## config.mk

```make
export PLATFORM = sky130hd
export DESIGN_NAME = pulse_stretch3
export DESIGN_NICKNAME = d
export VERILOG_FILES = /design/src/rtl/pulse_stretch3_pkg.sv /design/src/rtl/pulse_stretch3_next.sv /design/src/rtl/pulse_stretch3_reg.sv /design/src/rtl/pulse_stretch3_dec.sv /design/src/rtl/pulse_stretch3.sv
export SDC_FILE = /design/constraint.sdc
export NUM_CORES = 1
export LEC_CHECK = 0
export ABC_CLOCK_PERIOD_IN_PS = 1800
export BUFFER_PORTS_ARGS = -buffer_cell sky130_fd_sc_hd__buf_2
export CORE_AREA = 2 2 39 41
export CTS_CLUSTER_DIAMETER = 120
export CTS_CLUSTER_SIZE = 8
export DETAILED_ROUTE_END_ITERATION = 16
export DIE_AREA = 0 0 41 43
export MAX_ROUTING_LAYER = met4
export SYNTH_ARGS = -nofsm -noshare
export SYNTH_HDL_FRONTEND = slang
export SYNTH_SLANG_ARGS = --single-unit
```

## constraint.sdc

```tcl
create_clock -name clk -period 1.8 [get_ports clk]
set_input_delay 0.27 -clock clk [delete_from_list [all_inputs] [get_ports clk]]
set_output_delay 0.27 -clock clk [all_outputs]
set_load 0.03 [all_outputs]
```

## src/rtl/pulse_stretch3_pkg.sv

```systemverilog
package pulse_stretch3_pkg;

    // Number of state bits; fixed by the seven-state machine.
    localparam int STATE_W = 3;
    // Number of periods a fresh trigger keeps the output high.
    localparam int PULSE_LEN = 3;

    // State encoding. Output is high exactly when bit 0 or bit 1 is set,
    // so both low-output states keep those two bits clear.
    // FRESHn : pulse period n, input last sampled 1 (not armed for retrigger)
    // ARMEDn : pulse period n, input last sampled 0 (armed for retrigger)
    typedef enum logic [STATE_W-1:0] {
        ST_IDLE   = 3'b000,
        ST_HOLD   = 3'b100,
        ST_FRESH1 = 3'b001,
        ST_FRESH2 = 3'b010,
        ST_FRESH3 = 3'b011,
        ST_ARMED2 = 3'b110,
        ST_ARMED3 = 3'b101
    } stretch_state_e;

    // Next state as a function of present state and sampled input.
    // Any encoding outside the seven legal ones goes back to idle.
    function automatic logic [STATE_W-1:0] next_state(
        input logic [STATE_W-1:0] cur,
        input logic               smp
    );
        logic [STATE_W-1:0] nxt;
        case (cur)
            ST_IDLE:   nxt = smp ? ST_FRESH1 : ST_IDLE;
            ST_HOLD:   nxt = smp ? ST_HOLD   : ST_IDLE;
            ST_FRESH1: nxt = smp ? ST_FRESH2 : ST_ARMED2;
            ST_FRESH2: nxt = smp ? ST_FRESH3 : ST_ARMED3;
            ST_FRESH3: nxt = smp ? ST_HOLD   : ST_IDLE;
            ST_ARMED2: nxt = smp ? ST_FRESH1 : ST_ARMED3;
            ST_ARMED3: nxt = smp ? ST_FRESH1 : ST_IDLE;
            default:   nxt = ST_IDLE;
        endcase
        return nxt;
    endfunction

    // Moore output decode.
    function automatic logic output_high(input logic [STATE_W-1:0] cur);
        return cur[0] | cur[1];
    endfunction

endpackage

```

## src/rtl/pulse_stretch3_next.sv

```systemverilog
module pulse_stretch3_next
    import pulse_stretch3_pkg::*;
(
    input  logic [STATE_W-1:0] cur_state,
    input  logic               smp_in,
    output logic [STATE_W-1:0] nxt_state
);

    always_comb begin
        nxt_state = next_state(cur_state, smp_in);
    end

endmodule

```

## src/rtl/pulse_stretch3_reg.sv

```systemverilog
module pulse_stretch3_reg
    import pulse_stretch3_pkg::*;
(
    input  logic               clk,
    input  logic               rst,
    input  logic [STATE_W-1:0] nxt_state,
    output logic [STATE_W-1:0] cur_state
);

    always_ff @(posedge clk) begin
        if (rst) begin
            cur_state <= ST_IDLE;
        end else begin
            cur_state <= nxt_state;
        end
    end

endmodule

```

## src/rtl/pulse_stretch3_dec.sv

```systemverilog
module pulse_stretch3_dec
    import pulse_stretch3_pkg::*;
(
    input  logic [STATE_W-1:0] cur_state,
    output logic               out_high
);

    always_comb begin
        out_high = output_high(cur_state);
    end

endmodule

```

## src/rtl/pulse_stretch3.sv

```systemverilog
module pulse_stretch3
    import pulse_stretch3_pkg::*;
(
    input  logic clk,
    input  logic rst,
    input  logic trig_in,
    output logic pulse_out
);

    logic [STATE_W-1:0] state_q;
    logic [STATE_W-1:0] state_d;

    pulse_stretch3_next u_next (
        .cur_state (state_q),
        .smp_in    (trig_in),
        .nxt_state (state_d)
    );

    pulse_stretch3_reg u_reg (
        .clk       (clk),
        .rst       (rst),
        .nxt_state (state_d),
        .cur_state (state_q)
    );

    pulse_stretch3_dec u_dec (
        .cur_state (state_q),
        .out_high  (pulse_out)
    );

endmodule

```

==> flow_summary.toml, run 1 <==
[outcome]
status = "finished, final reports clean"

[timing]
worst_pin_slew_ps = 215
fmax_mhz = 806
fin_tns_setup_ps = 0
setup_viol = 0
timing.final.ws_setup_ps = 560
fin_hold_ws_ps = 231
finalHoldViolations = 0
fin_crit_sh = 0.689
rsz0062_at_grt = "false"
slew_violations = 0
clock_skew_ps = 0.785
min_period_ps = 1240
slew_headroom = 0.857

[layout]
top_regs = "u_reg.cur_state: 3 flops"
area_delta_synth_final_pct = 39.2
largest_reg_flops = 3
largest_register = "u_reg.cur_state"
fill_cells = 165
diodes = 0
nets = 28
final_cell_mix = "clkbuf_4 (3), buf_2 (3), dfxtp_1 (3), a21oi_1 (2), nor2b_1 (2)"
final_layout_size_suffix_gt1_frac = 0.292

[clocking]
clk_pin_slew_worst_paths_ps = 40
ctsResizeCount = 0
cts.sinks = 3
cts-root-buf = "clkbuf_4"
numCtsBuffers = 3
cts_tree = "yes"
cts_buffer_depth = 2
insertion_delay_ps = 230
cts_hold_buf = 0
cts_max_level = 1
post-cts-setup-buffers = 0

[place]
io_buffer_count = 3
gp_congestion = 0.647
detailedPlace.worstSlack_ps = 794

[die]
fp-row-count = 14
die_x_um = 41
initial_core_util = 0.113
die_y_um = 43
dieArea_sq_um = 1760
ios = 4
core_area_sq_um = 1380

[routing]
wl_um = 292
wire_per_inst_um = 7.30
drtAntennaViolNets = 0
dr.pass1.iters = 1
vias_per_cell = 3.43
drc = 0
drt_iter0_markers = 0
dr_total_vias = 137

[setup_path]
startpoint_type = "register"
r2r_cells = 3
r2r-start = "u_reg.cur_state[1]"
endpoint_kind = "output port"
critPathArrivalTime_ps = 970
reg2reg_to = "u_reg.cur_state[2]"
crit_start = "u_reg.cur_state[1]"
crit_end = "pulse_out"
crit_fanout = 6
crit_type = "register to output port"
cp_data_required_time_ps = 1530
ff2ff_setup_slack_ps = 910

[grt]
antenna_found_initial = 0
grt_first_pass_wirelength_um = 469
grt-ovfl-total = 0
grt_pass1_vias = 138
grt_max_degree = 8
grt_use_total = 0.0462

[power_and_ir_drop]
ir_worst_vdd_v = 0.000204
power.total_uw = 231
p_per_area_nw_per_um2 = 1060
p_leak_uw = 0.0000826

[synth]
synth_area_sq_um = 156
synth_cell_types = 13
synth_seq_cells = 3
synthCells = 17
yosysWarnings = 0
synth_seq_area_share = 0.384
synthTopCellsByArea = "dfxtp_1 (38%), nor2b_1 (8.0%), nor3b_2 (8.0%)"
synth.top_cell.area_share = 0.384
yosys.area.top_type = "dfxtp_1"
syn_nets = 20
syn_area_per_cell_sq_um = 9.20

[job]
max_cap_viol_count = 0

[hold_path]
hold_class = "primary input to register"
## synth_stat cells
library cell and count:
a21oi_1 2, a31oi_1 1, dfxtp_1 3, inv_1 1, mux2i_1 1, nand3b_1 1, nand4b_1 1, nor2_1 1
nor2b_1 2, nor3_1 1, nor3b_2 1, o21bai_1 1, xnor2_1 1
## critical path, stage by stage, from the launching register on
cell     delay (ps)
dfxtp_1         420
nor2_1           90
inv_1            50
buf_2           180
## how the worst min path moves through the flow
stage	from	to	cells past startpoint
final	rst	u_reg.cur_state[0]	2
after global routing	rst	u_reg.cur_state[2]	2
after CTS	rst	u_reg.cur_state[0]	2
after detailed placement	rst	u_reg.cur_state[0]	2
after global placement	rst	u_reg.cur_state[2]	2
after floorplan	rst	u_reg.cur_state[0]	1
## metrics by stage
stage,cells,instance area (sq um),util
2_1_floorplan,17,156,-
3_3_place_gp,36,191,0.138
3_5_place_dp,36,191,0.138
4_1_cts,40,218,0.157
5_1_grt,40,218,0.157
6_report,40,218,0.157
## logic make-up after synthesis
family	synth area share
flip-flops	0.384
multiplexers	0.0640
AND/OR/NAND/NOR	0.320
AO/OA/AOI/OAI	0.152
XOR/XNOR	0.0560
buffers and inverters	0.0240
## power by group
| group | internal, uW | switching (uW) | leakage (uW) | total (uW) |
|---|---|---|---|---|
| clock network | 82.9 | 32.3 | 0.0000150 | 115 |
| logic | 16.1 | 17.9 | 0.0000429 | 34.0 |
| registers | 72.8 | 8.68 | 0.0000246 | 81.5 |
## cell type report
cell class	instances	area (sq um)	share of cell area
multi-input cells	13	92.6	0.425
flip-flops and latches	3	60.1	0.276
clock buffers	4	26.3	0.121
well taps	16	20.0	0.0920
repair buffers	3	15.0	0.0690
inverters	1	3.75	0.0172
## per-layer routing
metal,GRT usage,wire length [um]
met5,-,0
met4,0.0600,0
met3,0.0366,37
met2,0.0500,137
met1,0.0415,118
(Power assumes the default switching activity.)
==> inputs of run 2 (changes only) <==
- ABC_AREA: default -> 1
- ABC_CLOCK_PERIOD_IN_PS: 1800 -> 1100
- clock period: 1.8 -> 1.1 ns (I/O delays scaled with it)
==> run 2 against run 1 <==
Net effect: synthesized area up 13%; clock power grew 70%; sequential power up 74%; global-route usage grew 2.6 points; clock skew is essentially flat; worst setup slack got worse by 560 ps; worst hold slack worse by 21 ps; critical path type unchanged.
==> flow_summary.toml, run 2 <==
[outcome]
status = "finished, final reports clean"

[synth]
synth.top_cell.area_share = 0.340
syn_nets = 34
synthArstFlopShare = 0
synth-edff-count = 0
synth_seq_area_share = 0.340
synth_cell_types = 9
synth_seq_cells = 3
synthCells = 31
yosys.area.top_type = "dfxtp_1"
syn_area_per_cell_sq_um = 5.69
yosysWarnings = 0
synthTopCellsByArea = "dfxtp_1 (34%), nand2_1 (30%), nor2_1 (8.5%)"
synthFlopType = "dfxtp_1"
synth_area_sq_um = 176
yosysMostFrequentCell = "nand2_1"
netlist_top_cells_count = "nand2_1 (14), nor2_1 (4), dfxtp_1 (3), inv_1 (3)"

[setup_path]
endpoint_kind = "output port"
critPathArrivalTime_ps = 930
crit_type = "register to output port"
crit_slowest_cell = "dfxtp_4"
startpoint_type = "register"
cp_data_required_time_ps = 940
crit_start = "u_reg.cur_state[1]"
r2r-start = "u_reg.cur_state[1]"
path_cells = "or2_1 > buf_6"
slowest_delay_ps = 330
crit_fanout = 2

[place]
detailedPlace.worstSlack_ps = 183
place.detailed.instances = 50
dp_hpwl_um = 280
gp_congestion = 0.651
io_buffer_count = 3

[hold_path]
hold_class = "primary input to register"
hold_path.startpoint = "trig_in"

[timing]
min_period_ps = 1090
timing.final.ws_setup_ps = 5.04
worst_pin_slew_ps = 148
fin_tns_setup_ps = 0
slew_violations = 0
setup_viol = 0
fmax_mhz = 913
clock_skew_ps = 0.596
rsz0062_at_grt = "true"
finalHoldViolations = 0
fin_crit_sh = 0.995
slew_headroom = 0.901

[layout]
diodes = 0
top_regs = "u_reg.cur_state: 3 flops"
area_delta_synth_final_pct = 51.1
multi_input_area_sq_um = 101
nets = 44
final_cell_count_no_fill = 56
final_cell_mix = "nand2_1 (14), nor2_1 (4), inv_1 (3), clkbuf_4 (3)"
largest_reg_flops = 3
post-route-util = 0.193
final_layout_size_suffix_gt1_frac = 0.275
fill_cells = 155
largest_register = "u_reg.cur_state"
final_common_cell = "nand2_1"
ff_latch_area_sq_um = 67.6

[routing]
wire_per_inst_um = 7.02
drtAntennaViolNets = 0
drt_iter0_markers = 2
vias_per_cell = 3.64
dr.pass1.iters = 2
wl_um = 393
dr_total_vias = 204
drc = 0

[grt]
grt_use_total = 0.0719
antenna_found_initial = 0
grt_max_degree = 7
grt-ovfl-total = 0
gr-usage-met3 = 0.0314
grt_pass1_vias = 199
grt_most_used_layer = "met4"
use_met1 = 0.0639
grt_first_pass_wirelength_um = 738
gr-usage-met2 = 0.0906

[power_and_ir_drop]
p_per_area_nw_per_um2 = 1840
ir_worst_vdd_v = 0.000298
power.total_uw = 490
p_leak_uw = 0.000138

[die]
die_x_um = 41
dieArea_sq_um = 1760
initial_core_util = 0.127
fp-row-count = 14
core_area_sq_um = 1380
ios = 4
die_y_um = 43

[clocking]
cts.sinks = 3
cts_buffer_depth = 2
cts_hold_buf = 0
numCtsBuffers = 3
cts_max_level = 1
insertion_delay_ps = 230
cts_tree = "yes"
clk_pin_slew_worst_paths_ps = 40
cts-root-buf = "clkbuf_4"

[job]
max_cap_viol_count = 0
## run 2: cell types whose count changed after synthesis, moves of 2 or more
cell and change:
nand2_1 +14, nor2_1 +3, nand3_1 +2, inv_1 +2, nor2b_1 -2
## run 2: power by group
part	internal (uW)	switching [uW]	total, uW
clock network	136	59.5	196
registers	131	10.8	142
logic	65.7	86.8	153
total	333	157	490
## run 2: path summary, 6_finish.rpt
kind                        end  slack (ps)  cells past startpoint
max reg2reg  u_reg.cur_state[2]         230                      7
min reg2reg  u_reg.cur_state[0]         570                      3
max                   pulse_out           5                      2
min          u_reg.cur_state[0]         210                      3
## run 2: critical path: cells and delay by family (launching register included)
kind                   cells  cell delay (ps)
buffers and inverters      1              140
DFF                        1              330
and+or+nand+nor            1              230
## run 2: logic make-up after synthesis
kind of cell / Yosys count / share of synthesized area
compound gates: 2 / 0.0567
simple gates: 22 / 0.518
buf+inv: 4 / 0.0851
flops: 3 / 0.340
## run 2: timing repair
| action | in CTS | in global routing |
|---|---|---|
| resized for setup | 6 | 0 |
| pin swaps | 1 | 1 |
| endpoints found under the setup margin | 1 | 1 |
| hold endpoints to repair | 0 | 0 |
| setup buffers | 2 | 0 |
## run 2: final cells by class
| cell class | count | area share |
|---|---|---|
| multi-input cells | 24 | 0.380 |
| flip-flops and latches | 3 | 0.254 |
| repair buffers | 5 | 0.136 |
| clock buffers | 4 | 0.0986 |
| well taps | 16 | 0.0751 |
| inverters | 4 | 0.0563 |
## run 2: routing by layer
metal | wire length [um] | up-vias
met5 | 0 | -
met4 | 4 | 0
met2 | 228 | 4
li1 | - | 111
met3 | 13 | 2
met1 | 147 | 87
## run 2: metrics by stage
stage                     hold slack (ps)  area, sq um
after floorplan                       308          176
after global placement                456          211
after detailed placement              468          211
after CTS                             210          267
after global routing                  240          267
final                                 211          267
==> inputs of run 3 (changes only) <==
- ABC_CLOCK_PERIOD_IN_PS: 1100 -> 1350
- clock period: 1.1 -> 1.35 ns (I/O delays scaled with it)
==> run 3 against run 2 <==
Net effect: sequential power decreased by 13%; cell count is 3.6% lower; utilization shrank 2.1 points; flip-flop and latch count unchanged; clock-buffer cell count unchanged; design area shrank 11%; register-to-register slack better by 260 ps; critical path depth did not move; critical path type unchanged; critical endpoint unchanged; largest cell class unchanged.
==> flow_summary.toml, run 3 (synthesis gave the netlist of run 2 again) <==
[outcome]
status = "finished, final reports clean"

[timing]
slew_violations = 0
fin_crit_sh = 0.888
min_period_ps = 1200
clock_skew_ps = 0.851
finalHoldViolations = 0
setup_viol = 0
fmax_mhz = 834
rsz0062_at_grt = "false"
worst_pin_slew_ps = 212
fin_tns_setup_ps = 0
slew_headroom = 0.858

[routing]
vias_per_cell = 3.56
drt_iter0_markers = 3
dr.pass1.iters = 2
wire_per_inst_um = 6.37
wl_um = 344
drc = 0
drtAntennaViolNets = 0
dr_total_vias = 192

[layout]
final_cell_count_no_fill = 54
largest_reg_flops = 3
final_layout_size_suffix_gt1_frac = 0.184
nets = 42
area_delta_synth_final_pct = 34.8
fill_cells = 155
diodes = 0
post-route-util = 0.172
final_cell_mix = "nand2_1 (14), nor2_1 (4)"
top_regs = "u_reg.cur_state: 3 flops"
final_common_cell = "nand2_1"
largest_register = "u_reg.cur_state"

[power_and_ir_drop]
ir_worst_vdd_v = 0.000223
p_leak_uw = 0.000125
p_per_area_nw_per_um2 = 1570
intPower_uw = 250
p_sw_frac = 0.329
p_sw_uw = 123
power.total_uw = 373
clkPwrFrac = 0.426
pwr-share-comb = 0.244
pwr-share-seq = 0.330

[clocking]
clk_pin_slew_worst_paths_ps = 40
cts.sinks = 3
post-cts-setup-buffers = 0
cts_tree = "yes"
cts-root-buf = "clkbuf_4"
cts_max_level = 1
numCtsBuffers = 3
cts_hold_buf = 0
ctsResizeCount = 0
cts_buffer_depth = 2
insertion_delay_ps = 230

[die]
core_area_sq_um = 1380
die_y_um = 43
ios = 4
die_x_um = 41
dieArea_sq_um = 1760
fp-row-count = 14
initial_core_util = 0.127

[setup_path]
startpoint_type = "register"
crit_fanout = 7
ff2ff_setup_slack_ps = 490
critPathArrivalTime_ps = 1000
cp_data_required_time_ps = 1150
crit_type = "register to output port"
endpoint_kind = "output port"

[grt]
grt_pass1_vias = 184
grt_max_degree = 8
antenna_found_initial = 0
grt_use_total = 0.0647
grt_first_pass_wirelength_um = 648
grt-ovfl-total = 0

[hold_path]
hold_class = "primary input to register"

[place]
gp_congestion = 0.651
io_buffer_count = 3
dp_hpwl_um = 261
place.detailed.instances = 50

[job]
max_cap_viol_count = 0
==> run 3: stage by stage <==
stage	setup slack (ps)	area, sq um	hold slack (ps)
after global routing	111	238	277
after global placement	410	211	494
after CTS	140	238	251
after detailed placement	394	211	498
after floorplan	461	176	346
final	151	238	254
==> run 3: power by group through the flow <==
stage                     Combinational, uW  Sequential, uW  Clock (uW)
after detailed placement               91.0             124           0
after global routing                    105             126         172
after floorplan                        72.5             121           0
after CTS                              91.8             123         167
after global placement                 91.7             125           0
final                                  90.9             123         159
==> run 3: worst paths after layout <==
path                                         start  cells after the start            endpoint
worst max-delay path            u_reg.cur_state[1]                      2           pulse_out
worst min-delay path                           rst                      4  u_reg.cur_state[0]
worst max register to register  u_reg.cur_state[1]                      5  u_reg.cur_state[2]
worst min register to register  u_reg.cur_state[2]                      3  u_reg.cur_state[0]
==> run 3: layer usage <==
layer  wire, um  up-vias  share of wire  GRT usage
li1           -      107              -          -
met1        142       79           0.41     0.0575
met2        177        4           0.51     0.0750
met3         17        2          0.049     0.0314
met4          6        0          0.017      0.100
met5          0        -              0          -
==> run 3: area by class of cell <==
type	count	area, sq um	area share
inverter	4	15.0	0.0632
clock buffer	4	26.3	0.111
timing repair buffer	3	15.0	0.0632
multi-input combinational	24	101	0.426
tap	16	20.0	0.0842
sequential	3	60.1	0.253
==> run 3: critical path, stage by stage, from the launching register on <==
cell and delay, ps:
dfxtp_1 350, or2_1 230, buf_2 170
